**config.mk**
```make
export PLATFORM = sky130hd
export DESIGN_NAME = atr_early_detect
export DESIGN_NICKNAME = d
export VERILOG_FILES = /design/src/rtl/atr_early_detect.sv
export SDC_FILE = /design/constraint.sdc
export NUM_CORES = 1
export LEC_CHECK = 0
export BUFFER_PORTS_ARGS = -buffer_cell sky130_fd_sc_hd__buf_2
export CAP_MARGIN = 20
export CORE_ASPECT_RATIO = 1.25
export CORE_UTILIZATION = 30
export CTS_CLUSTER_DIAMETER = 50
export DETAILED_ROUTE_END_ITERATION = 6
export GPL_ROUTABILITY_DRIVEN = 0
export SYNTH_ARGS = -nofsm -noshare
export SYNTH_HDL_FRONTEND = slang
export SYNTH_SLANG_ARGS = --single-unit
export TNS_END_PERCENT = 5
```
**constraint.sdc**
```tcl
create_clock -name clk -period 1.3 [get_ports clk]
set_input_delay 0 -clock clk [delete_from_list [all_inputs] [get_ports clk]]
set_output_delay 0 -clock clk [all_outputs]
set_load 0.02 [all_outputs]
```
**src/rtl/atr_early_detect.sv**
```systemverilog
module atr_early_detect #(
  parameter int BLANK  = 200,
  parameter int WINDOW = 368
) (
  input  logic clk,
  input  logic rst_n,
  input  logic card_rst,
  input  logic card_io,
  input  logic rd_clr,
  output logic early_flag
);
  localparam int CW = $clog2(WINDOW + 1);
  localparam logic [CW-1:0] CNT_MAX = CW'(WINDOW);
  localparam logic [CW-1:0] CNT_BLK = CW'(BLANK);

  logic [CW-1:0] cnt;
  logic          rst_q, seen;
  logic          io_s1, io_s2, io_s3;
  logic          toggle, fall, in_win, past_blank, counted, hit;

  assign toggle     = card_rst ^ rst_q;
  assign fall       = io_s3 & ~io_s2;
  assign in_win     = cnt < CNT_MAX;
  assign past_blank = rst_q | (cnt >= CNT_BLK);
  assign counted    = fall & ~seen & ~toggle & past_blank;
  assign hit        = counted & in_win;

  always_ff @(posedge clk or negedge rst_n)
    if (!rst_n) {io_s1, io_s2, io_s3} <= 3'b111;
    else        {io_s1, io_s2, io_s3} <= {card_io, io_s1, io_s2};

  always_ff @(posedge clk or negedge rst_n)
    if (!rst_n) begin
      rst_q <= 1'b0;
      cnt   <= '0;
      seen  <= 1'b0;
    end else begin
      rst_q <= card_rst;
      if (toggle) begin
        cnt  <= '0;
        seen <= 1'b0;
      end else begin
        if (cnt != CNT_MAX) cnt <= cnt + 1'b1;
        if (counted)        seen <= 1'b1;
      end
    end

  always_ff @(posedge clk or negedge rst_n)
    if (!rst_n)      early_flag <= 1'b0;
    else if (toggle) early_flag <= 1'b0;
    else if (hit)    early_flag <= 1'b1;
    else if (rd_clr) early_flag <= 1'b0;

  AST_TOGGLE_RESTART: assert property (@(posedge clk) disable iff (!rst_n)
    toggle |=> (!early_flag && cnt == '0));
  AST_BLANK_IGNORED: assert property (@(posedge clk) disable iff (!rst_n)
    (fall && !rst_q && cnt < CNT_BLK && !toggle) |=> (!$rose(early_flag) && seen == $past(seen)));
  AST_SET_IN_WINDOW: assert property (@(posedge clk) disable iff (!rst_n)
    $rose(early_flag) |-> ($past(cnt) < CNT_MAX));
  AST_NO_OVERFLOW: assert property (@(posedge clk) disable iff (!rst_n)
    (cnt == CNT_MAX && !toggle) |=> cnt == CNT_MAX);
  AST_ONE_PER_PHASE: assert property (@(posedge clk) disable iff (!rst_n)
    (seen && !toggle) |=> !$rose(early_flag));
  AST_READ_CLEARS: assert property (@(posedge clk) disable iff (!rst_n)
    (rd_clr && !hit) |=> !early_flag);
endmodule

```
==> results of run 1 <==
## worst reg2reg max path: cells and delay by family, from the launching register on
| kind | cells | cell delay (ns) |
|---|---|---|
| DFF | 1 | 0.40 |
| buffers and inverters | 2 | 0.22 |
| and+or+nand+nor | 2 | 0.48 |
| AOI/OAI and AO/OA | 1 | 0.13 |
## placed cells by master (no fill, tap or decap), types with 3 or more instances in the layout
cell type / synthesis / final
a21oi_1: 5 / 4
inv_1: 5 / 4
or3_1: 4 / 4
dfstp_2: 3 / 3
dfrtp_1: 12 / 11
buf_2: 0 / 5
o21ai_0: 4 / 4
buf_4: 0 / 5
clkbuf_4: 0 / 3
nand2_1: 5 / 5
dlygate4sd3_1: 0 / 3
## path summary, 6_finish.rpt
check,to,slack (ns),cells after the start
min reg2reg,io_s2,0.36,0
min,early_flag,0.004,3
max reg2reg,cnt[7],0.005,5
min in group asynchronous,seen,0.14,2
max,cnt[7],0.005,5
max in group asynchronous,io_s2,0.87,2
## power groups by stage
| stage | Clock [mW] | Combinational (mW) | Sequential (mW) |
|---|---|---|---|
| 2_1_floorplan | 0 | 0.0550 | 0.527 |
| 3_3_place_gp | 0 | 0.0904 | 0.529 |
| 3_5_place_dp | 0 | 0.0935 | 0.532 |
| 4_1_cts | 0.280 | 0.158 | 0.516 |
| 5_1_grt | 0.297 | 0.193 | 0.522 |
| 6_report | 0.269 | 0.175 | 0.518 |
## state kept, by name (all words and copies together) (netlist names)
| register | cells |
|---|---|
| cnt | 9 |
| early_flag | 1 |
| io_s1 | 1 |
| io_s2 | 1 |
| io_s3 | 1 |
| rst_q | 1 |
| seen | 1 |
## cell families after synthesis
family / count (synthesis) / share of synthesized area
flops: 15 / 0.534
xor+xnor: 4 / 0.0600
simple gates: 22 / 0.185
fa+ha+maj: 2 / 0.0353
compound gates: 14 / 0.131
mux: 2 / 0.0282
buf+inv: 5 / 0.0265
## routing by layer
| layer | GRT usage | share of wire | up-vias |
|---|---|---|---|
| met4 | 0.126 | 0.040 | 0 |
| li1 | - | - | 265 |
| met3 | 0.0225 | 0.018 | 5 |
| met1 | 0.141 | 0.38 | 254 |
| met2 | 0.208 | 0.56 | 10 |
| met5 | 0 | 0 | - |
## repair_timing
action,in CTS,in global routing
setup endpoints to repair,4,9
pin swaps,4,3
buffers inserted,4,0
endpoints found under the hold margin,17,0
hold buffers,3,0
gates resized for setup,7,5
## layout make-up
cell class,count,area (sq um),share of cell area
clock buffers,3,22.5,0.0240
clock inverters,1,5.00,0.00533
inverters,5,18.8,0.0200
multi-input cells,44,358,0.381
flip-flops and latches,15,380,0.405
well taps,31,38.8,0.0413
repair buffers,15,115,0.123
## per-stage QoR
| stage | setup TNS [ns] | hold WS (ns) | instances | power, mW | setup WS (ns) |
|---|---|---|---|---|---|
| 3_3_place_gp | 0 | -0.0813 | 103 | 0.619 | 0.000600 |
| 5_1_grt | -0.371 | 0.0200 | 114 | 1.01 | -0.0850 |
| 6_report | 0 | 0.00355 | 114 | 0.962 | 0.00518 |
| 2_1_floorplan | 0 | -0.296 | 64 | 0.582 | 0.0975 |
| 4_1_cts | -0.0558 | 0.000653 | 114 | 0.954 | -0.0276 |
| 3_5_place_dp | -0.0636 | -0.0769 | 103 | 0.625 | -0.0358 |
==> metrics.md, run 1 <==
| Metric | Value |
|---|---|
| CTS Root Buffer Type | `clkbuf_4` |
| Syn-to-layout area delta | `32.3%` |
| Critical path origin | `cnt[0]` |
| Syn avg cell area | `11.1 sq um` |
| Iter 0 DRT Violations | `7` |
| Pins Over Slew Limit | `0` |
| Die area | `0.00256 sq mm` |
| H-tree Lvls | `1` |
| Cell Area, Placed | `796 sq um` |
| Final hold viol count | `0` |
| Mapped Nets | `71` |
| Power Density | `1020 mW/mm^2` |
| Peak Freq | `772 MHz` |
| Worst EP required | `1.52 ns` |
| Cells after Synth | `64` |
| Mapped Area | `709 sq um` |
| CTS max path bufs | `2` |
| CP Capture Type | `register` |
| Cell family with most CP delay | `simple AND/OR/NAND/NOR gates` |
| Final-report setup violation count | `0` |
| ANT cells | `0` |
| Initial antenna violation count | `0` |
| DR pass1 iterations | `4` |
| Critical path type | `register to register` |
| Count leader, synth | `dfrtp_1` |
| Synth top area share | `0.423` |
| Final wirelength | `1.43 mm` |
| CP Launch Type | `register` |
| Vias/cell | `4.68` |
| YS warnings | `0` |
| DPL Wire Length | `986 um` |
| Worst-margin pin slew | `0.498 ns` |
| CTS tree | `done` |
| Max incr delay on CP | `0.40 ns` |
| Layout cells sized above 1 | `0.373` |
| Dominant synthesized flop cell | `dfrtp_1` |
| Die Y | `56.4 um` |
| DR vias | `534` |
| Crit-path slowest cell | `dfrtp_1` |
| Area leader, netlist | `dfrtp_1` |
| Final design utilization | `0.424` |
| Inserted Clock Buffers | `3` |
| CP max FO | `4` |
| CP Buf/Inv Count | `2` |
| Internal power | `0.698 mW` |
| Fill cells | `207` |
| Most instantiated cells after synthesis | `12 x dfrtp_1, 5 x a21oi_1, 5 x inv_1, 5 x nand2_1` |
| Synth cell types | `26` |
| Core Footprint | `0.00221 sq mm` |
| Sw Share | `0.274` |
| Clk_skew | `0.000888 ns` |
| Sequential area share after synthesis | `0.534` |
| RSZ-0062 raised after global routing | `true` |
| Sequential power share | `0.539` |
| Clk pwr share | `0.280` |
| Max-cap violations | `0` |
| Clock insertion delay at the later pin of the skew report | `0.29 ns` |
| GRT Residual Overflow | `0` |
| Post-synth EDFFs | `0` |
| FF-to-FF Start | `cnt[0]` |
| Largest net degree at the start of global routing | `16` |
| First-pass GRT wire length | `2.35 mm` |
| Die W | `45.5 um` |
| Leak Pwr | `0.382 nW` |
| Async set-reset flop share out of synthesis | `1.00` |
| Clock transition at path regs | `0.09 ns` |
| Vias in the first global route | `565` |
| PortBufs | `5` |
| Most common cell on crit path | `buf_6` |
| Hold path startpoint | `rd_clr` |
| Yosys reg bits | `15` |
| Global Route Usage Sum | `0.133` |
| WL/cell | `12.5 um` |
| Sink Count | `15` |
| Remaining antenna violation count | `0` |
| Initial Utilization | `0.321` |
| Tmin final | `1.29 ns` |
| Peak supply drop | `0.454 mV` |
| Top post-synthesis cells by area | `dfrtp_1 42%, dfstp_2 11%, a21oi_1 3.5%` |
| Nets | `91` |
| Worst path cell trace | `buf_6, buf_6, nand4_1, or3_1, a21oi_2` |
| Switching power | `0.264 mW` |
| Relative max-transition margin | `0.668` |
| Crit share post-route | `0.996` |
| Hold Path Class | `primary input to register` |
| Arrival time at the worst endpoint | `1.52 ns` |
| # rows | `19` |
| Num ports | `6` |
| # DRC | `0` |
| Status | `finished clean` |
| Combinational Power Share | `0.182` |
| Post-route cell area | `938 sq um` |
Note: power is estimated with default switching activity, not from simulation.
==> run 2: changes to the inputs <==
- CORE_ASPECT_RATIO: 1.25 -> not set
==> run 2 against run 1 <==
Compared with the run above:
- the flow now finishes with violations (negative setup slack)
- total power decreased by 6.0%
- count of clock-buffer cells in the layout increased by 1
- first-iteration DRC count increased by 71%
- global-route usage decreased by 2.0 points
- setup slack got worse by 0.058 ns
- clock power decreased by 4%
- cell area decreased by 6.9%
- highest routed layer unchanged
- utilization decreased by 3.0 points
- sequential share of layout area increased by 2.9 points
- maximum frequency decreased by 4.3%
==> metrics.md, run 2 (synthesis results as in run 1) <==
| Metric | Value |
|---|---|
| Reg2reg end | `cnt[0]` |
| Max-cap violations | `0` |
| RSZ-0062 raised after global routing | `true` |
| CP max FO | `4` |
| Nets | `87` |
| PortBufs | `5` |
| Cell family with most CP delay | `simple AND/OR/NAND/NOR gates` |
| Initial Utilization | `0.321` |
| Layout cells sized above 1 | `0.278` |
| Worst slack at placement | `-0.0284 ns` |
| Global Route Usage Sum | `0.113` |
| CP Launch Type | `register` |
| Worst EP required | `1.50 ns` |
| FF-to-FF Start | `cnt[1]` |
| Initial antenna violation count | `0` |
| Die W | `50.6 um` |
| Core Footprint | `0.00221 sq mm` |
| Reg-to-reg slack, setup | `-0.05 ns` |
| DPL Wire Length | `881 um` |
| Crit share post-route | `1.04` |
| CTS max path bufs | `2` |
| # rows | `17` |
| CTS Root Buffer Type | `clkbuf_4` |
| Peak supply drop | `0.524 mV` |
| Die Y | `50.6 um` |
| CTS tree | `done` |
| Failing checks | `negative setup slack` |
| Crit path to | `cnt[0]` |
| Power Density | `1030 mW/mm^2` |
| Largest net degree at the start of global routing | `16` |
| Clk_skew | `0.00188 ns` |
| Max incr delay on CP | `0.41 ns` |
| Fill cells | `227` |
| Most common cell after layout, fill and taps aside | `dfrtp_1` |
| CP Capture Type | `register` |
| Vias/cell | `5.03` |
| Syn-to-layout area delta | `23.1%` |
| Largest reg by FF count | `cnt` |
| Iter 0 DRT Violations | `12` |
| Total power | `0.904 mW` |
| R2R cell count | `5` |
| ANT cells | `0` |
| Arrival time at the worst endpoint | `1.56 ns` |
| Number of flip-flops in the largest register | `9` |
| Num ports | `6` |
| Worst path cell trace | `inv_1, ha_4, nand4bb_1, nor3_2, mux2i_1` |
| Peak Freq | `739 MHz` |
| Inserted Clock Buffers | `3` |
| DR vias | `538` |
| Tmin final | `1.35 ns` |
| Critical path type | `register to register` |
| # DRC | `0` |
| Worst-margin pin slew | `0.434 ns` |
| Crit-path slowest cell | `dfrtp_1` |
| Die area | `0.00256 sq mm` |
| Hold Path Class | `primary input to register` |
| Sink Count | `15` |
| Vias in the first global route | `450` |
| Stages on worst setup path | `5` |
| Leak Pwr | `0.360 nW` |
| Critical path origin | `cnt[1]` |
| CP Buf/Inv Count | `1` |
| Final hold viol count | `0` |
| DR pass1 iterations | `4` |
| First-pass GRT wire length | `2.06 mm` |
| Pins Over Slew Limit | `0` |
| Final-report setup violation count | `3` |
| H-tree Lvls | `1` |
| Final wirelength | `1.21 mm` |
| GRT Residual Overflow | `0` |
| Remaining antenna violation count | `0` |
| Commonest non-fill, non-tap cells in the layout | `12 x dfrtp_1, 5 x nand2_1, 5 x a21oi_1, 5 x buf_2` |
| WL/cell | `11.3 um` |
| Cell Area, Placed | `785 sq um` |
| Post-route cell area | `873 sq um` |
| Clock insertion delay at the later pin of the skew report | `0.27 ns` |
| Post-Layout Cell Count | `107` |
| Placed Instances | `99` |
| Clock transition at path regs | `0.08 ns` |
| Status | `complete, but fails checks` |
| Relative max-transition margin | `0.711` |
| Setup ws final | `-0.0527 ns` |
run 2: metrics by stage:
step                      hold WS (ns)  TNS, ns   util
final                           0.0166   -0.105  0.395
after global routing            0.0482   -0.733  0.395
after CTS                       0.0220   -0.114  0.380
after detailed placement       -0.0797  -0.0563  0.355
after global placement         -0.0749        0  0.355
after floorplan                 -0.296        0      -
run 2: layout make-up:
| type | count | area, sq um | share of cell area |
|---|---|---|---|
| multi-input cells | 44 | 337 | 0.385 |
| flip-flops and latches | 15 | 379 | 0.434 |
| well taps | 28 | 35.0 | 0.0401 |
| inverters | 5 | 18.8 | 0.0215 |
| clock buffers | 4 | 26.3 | 0.0301 |
| repair buffers | 11 | 77.6 | 0.0888 |
run 2: worst min path at each step:
| stage | endpoint | slack (ns) | startpoint | cells after the start |
|---|---|---|---|---|
| 4_1_cts | early_flag | 0.02 | rd_clr | 3 |
| 3_5_place_dp | cnt[6] | -0.08 | rst_n | 1 |
| 5_1_grt | early_flag | 0.05 | rd_clr | 3 |
| 6_report | early_flag | 0.02 | rd_clr | 3 |
| 2_1_floorplan | cnt[0] | -0.30 | rst_n | 0 |
| 3_3_place_gp | cnt[6] | -0.07 | rst_n | 1 |
run 2: tightest hold or removal path, delay by kind of cell:
kind	cells	cell delay, ns
AO/OA/AOI/OAI	1	0.08
buffers and inverters	1	0.07
AND/OR/NAND/NOR	1	0.10
run 2: layer usage:
metal,up-vias,share of wire,global-route usage
met5,-,0,0
met4,0,0.022,0.0694
met3,4,0.020,0.0273
met2,6,0.45,0.158
met1,270,0.51,0.154
li1,258,-,-
run 2: timing repair:
action,4_1_cts,5_1_grt
gates resized for setup,0,5
pin swaps,0,3
hold buffers,3,0
endpoints found under the setup margin,3,10
setup buffers,0,1
hold endpoints to repair,17,0
run 2: power breakdown:
group          switching (mW)  internal, mW
clock network           0.139         0.119
registers              0.0256         0.495
logic                  0.0651        0.0599
==> run 3: changes to the inputs <==
==> constraint.sdc (replaced) <==
create_clock -name clk -period 1.3 [get_ports clk]
set_input_delay 0.26 -clock clk [delete_from_list [all_inputs] [get_ports clk]]
set_output_delay 0.26 -clock clk [all_outputs]
set_load 0.02 [all_outputs]
==> run 3 against run 2 <==
Compared with the run above:
- the flow still finishes with violations (negative setup slack)
- critical path depth stayed put
- final cell count is 1.9% lower
- setup slack better by 0.00054 ns
- count of clock-buffer cells in the layout stayed put
- non-clock buffer count is 2 lower
- die area stayed put
- clock skew stayed put
- clock power hardly changed
- critical endpoint unchanged
- routed wire length is 1.2% lower
- hold slack better by 0.057 ns
- largest cell class unchanged
- cell area is 2.3% lower
- global-route usage stayed put
==> metrics.md, run 3 (synthesis results as in run 1) <==
| Metric | Value |
|---|---|
| Number of flip-flops in the largest register | `9` |
| Tmin final | `1.35 ns` |
| Nets | `85` |
| Post-Layout Cell Count | `105` |
| Final wirelength | `1.19 mm` |
| Initial antenna violation count | `0` |
| CP max FO | `4` |
| Peak supply drop | `0.524 mV` |
| DR pass1 iterations | `4` |
| # rows | `17` |
| CP Launch Type | `register` |
| Clock transition at path regs | `0.08 ns` |
| Power Density | `1050 mW/mm^2` |
| Die area | `0.00256 sq mm` |
| Crit-path slowest cell | `dfrtp_1` |
| Sink Count | `15` |
| Commonest non-fill, non-tap cells in the layout | `12 x dfrtp_1, 5 x nand2_1, 5 x a21oi_1, 5 x buf_2` |
| Status | `complete, but fails checks` |
| Crit share post-route | `1.04` |
| Worst EP required | `1.50 ns` |
| Remaining antenna violation count | `0` |
| Final design utilization | `0.386` |
| Vias/cell | `5.07` |
| Largest net degree at the start of global routing | `16` |
| Max incr delay on CP | `0.41 ns` |
| Leak Pwr | `0.352 nW` |
| Hold Path Class | `primary input to register` |
| Layout cells sized above 1 | `0.286` |
| PortBufs | `5` |
| ANT cells | `0` |
| Placed Instances | `99` |
| DR vias | `532` |
| Die W | `50.6 um` |
| CP Capture Type | `register` |
| Most common cell after layout, fill and taps aside | `dfrtp_1` |
| Critical path type | `register to register` |
| # DRC | `0` |
| Final-report setup violation count | `3` |
| Vias in the first global route | `450` |
| Core Footprint | `0.00221 sq mm` |
| CTS max path bufs | `2` |
| CTS Root Buffer Type | `clkbuf_4` |
| Die Y | `50.6 um` |
| Iter 0 DRT Violations | `12` |
| Hold Crit Depth | `1` |
| Max-cap violations | `0` |
| WL/cell | `11.4 um` |
| R2R cell count | `5` |
| Relative max-transition margin | `0.711` |
| First-pass GRT wire length | `2.06 mm` |
| H-tree Lvls | `1` |
| Largest reg by FF count | `cnt` |
| Syn-to-layout area delta | `20.3%` |
| DPL Wire Length | `881 um` |
| Setup ws final | `-0.0522 ns` |
| Initial Utilization | `0.321` |
| RSZ-0062 raised after global routing | `true` |
| Failing checks | `negative setup slack` |
| Clk_skew | `0.00188 ns` |
| Num ports | `6` |
| Arrival time at the worst endpoint | `1.56 ns` |
| Peak Freq | `740 MHz` |
| Worst-margin pin slew | `0.434 ns` |
| Worst path cell trace | `inv_1, ha_4, nand4bb_1, nor3_2, mux2i_1` |
| Final hold viol count | `0` |
| Clock insertion delay at the later pin of the skew report | `0.27 ns` |
| Inserted Clock Buffers | `3` |
| CTS tree | `done` |
| GRT Residual Overflow | `0` |
| Pins Over Slew Limit | `0` |
| Global Route Usage Sum | `0.113` |
[run 3: layer usage]
| layer | share of wire | vias to the layer above | track usage | routed length, um |
|---|---|---|---|---|
| li1 | - | 254 | - | - |
| met2 | 0.45 | 6 | 0.158 | 535 |
| met5 | 0 | - | 0 | 0 |
| met4 | 0.023 | 0 | 0.0694 | 27 |
| met1 | 0.51 | 268 | 0.154 | 607 |
| met3 | 0.020 | 4 | 0.0273 | 24 |
[run 3: power by group]
part	total, mW	switching (mW)	internal (mW)	leakage [nW]
logic	0.120	0.0645	0.0560	0.143
registers	0.521	0.0256	0.495	0.194
clock network	0.258	0.139	0.119	0.0150
total	0.899	0.229	0.670	0.352
[run 3: layout make-up]
| cell class | count | area (sq um) |
|---|---|---|
| Clock buffer | 4 | 26.3 |
| Fill cell | 227 | 1360 |
| Timing Repair Buffer | 9 | 57.6 |
| Inverter | 5 | 18.8 |
| Tap cell | 28 | 35.0 |
| Sequential cell | 15 | 379 |
| Multi-Input combinational cell | 44 | 337 |
[run 3: worst paths after layout]
path / start / to / slack, ns
max in group asynchronous: rst_n / io_s1 / 0.60
worst min register to register: io_s1 / io_s2 / 0.36
worst max register to register: cnt[1] / cnt[0] / -0.05
min in group asynchronous: rst_n / early_flag / 0.41
worst max-delay path: cnt[1] / cnt[0] / -0.05
worst min-delay path: card_io / io_s1 / 0.07
[run 3: metrics by stage]
stage	area, sq um	hold WS, ns	TNS [ns]	total power, mW	worst slack (ns)
finish	853	0.0732	-0.104	0.899	-0.0522
global route	853	0.0590	-0.733	0.952	-0.137
CTS	821	0.0719	-0.114	0.882	-0.0592
detailed placement	785	0.180	-0.0563	0.626	-0.0284
global placement	785	0.185	0	0.621	0.0207
floorplan	709	-0.0356	0	0.582	0.0975
[run 3: repair_timing]
action                                  in CTS  in global routing
endpoints found under the setup margin       3                 10
hold buffers                                 1                  0
gates resized for setup                      0                  5
pin swaps                                    0                  3
buffers inserted                             0                  1
hold endpoints to repair                    12                  0
[run 3: worst max-delay path: cells and delay by family (launching register included)]
family / cells / cell delay (ns)
and+or+nand+nor: 2 / 0.43
DFF: 1 / 0.41
muxes: 1 / 0.21
adders and majority gates: 1 / 0.13
buffers and inverters: 1 / 0.10
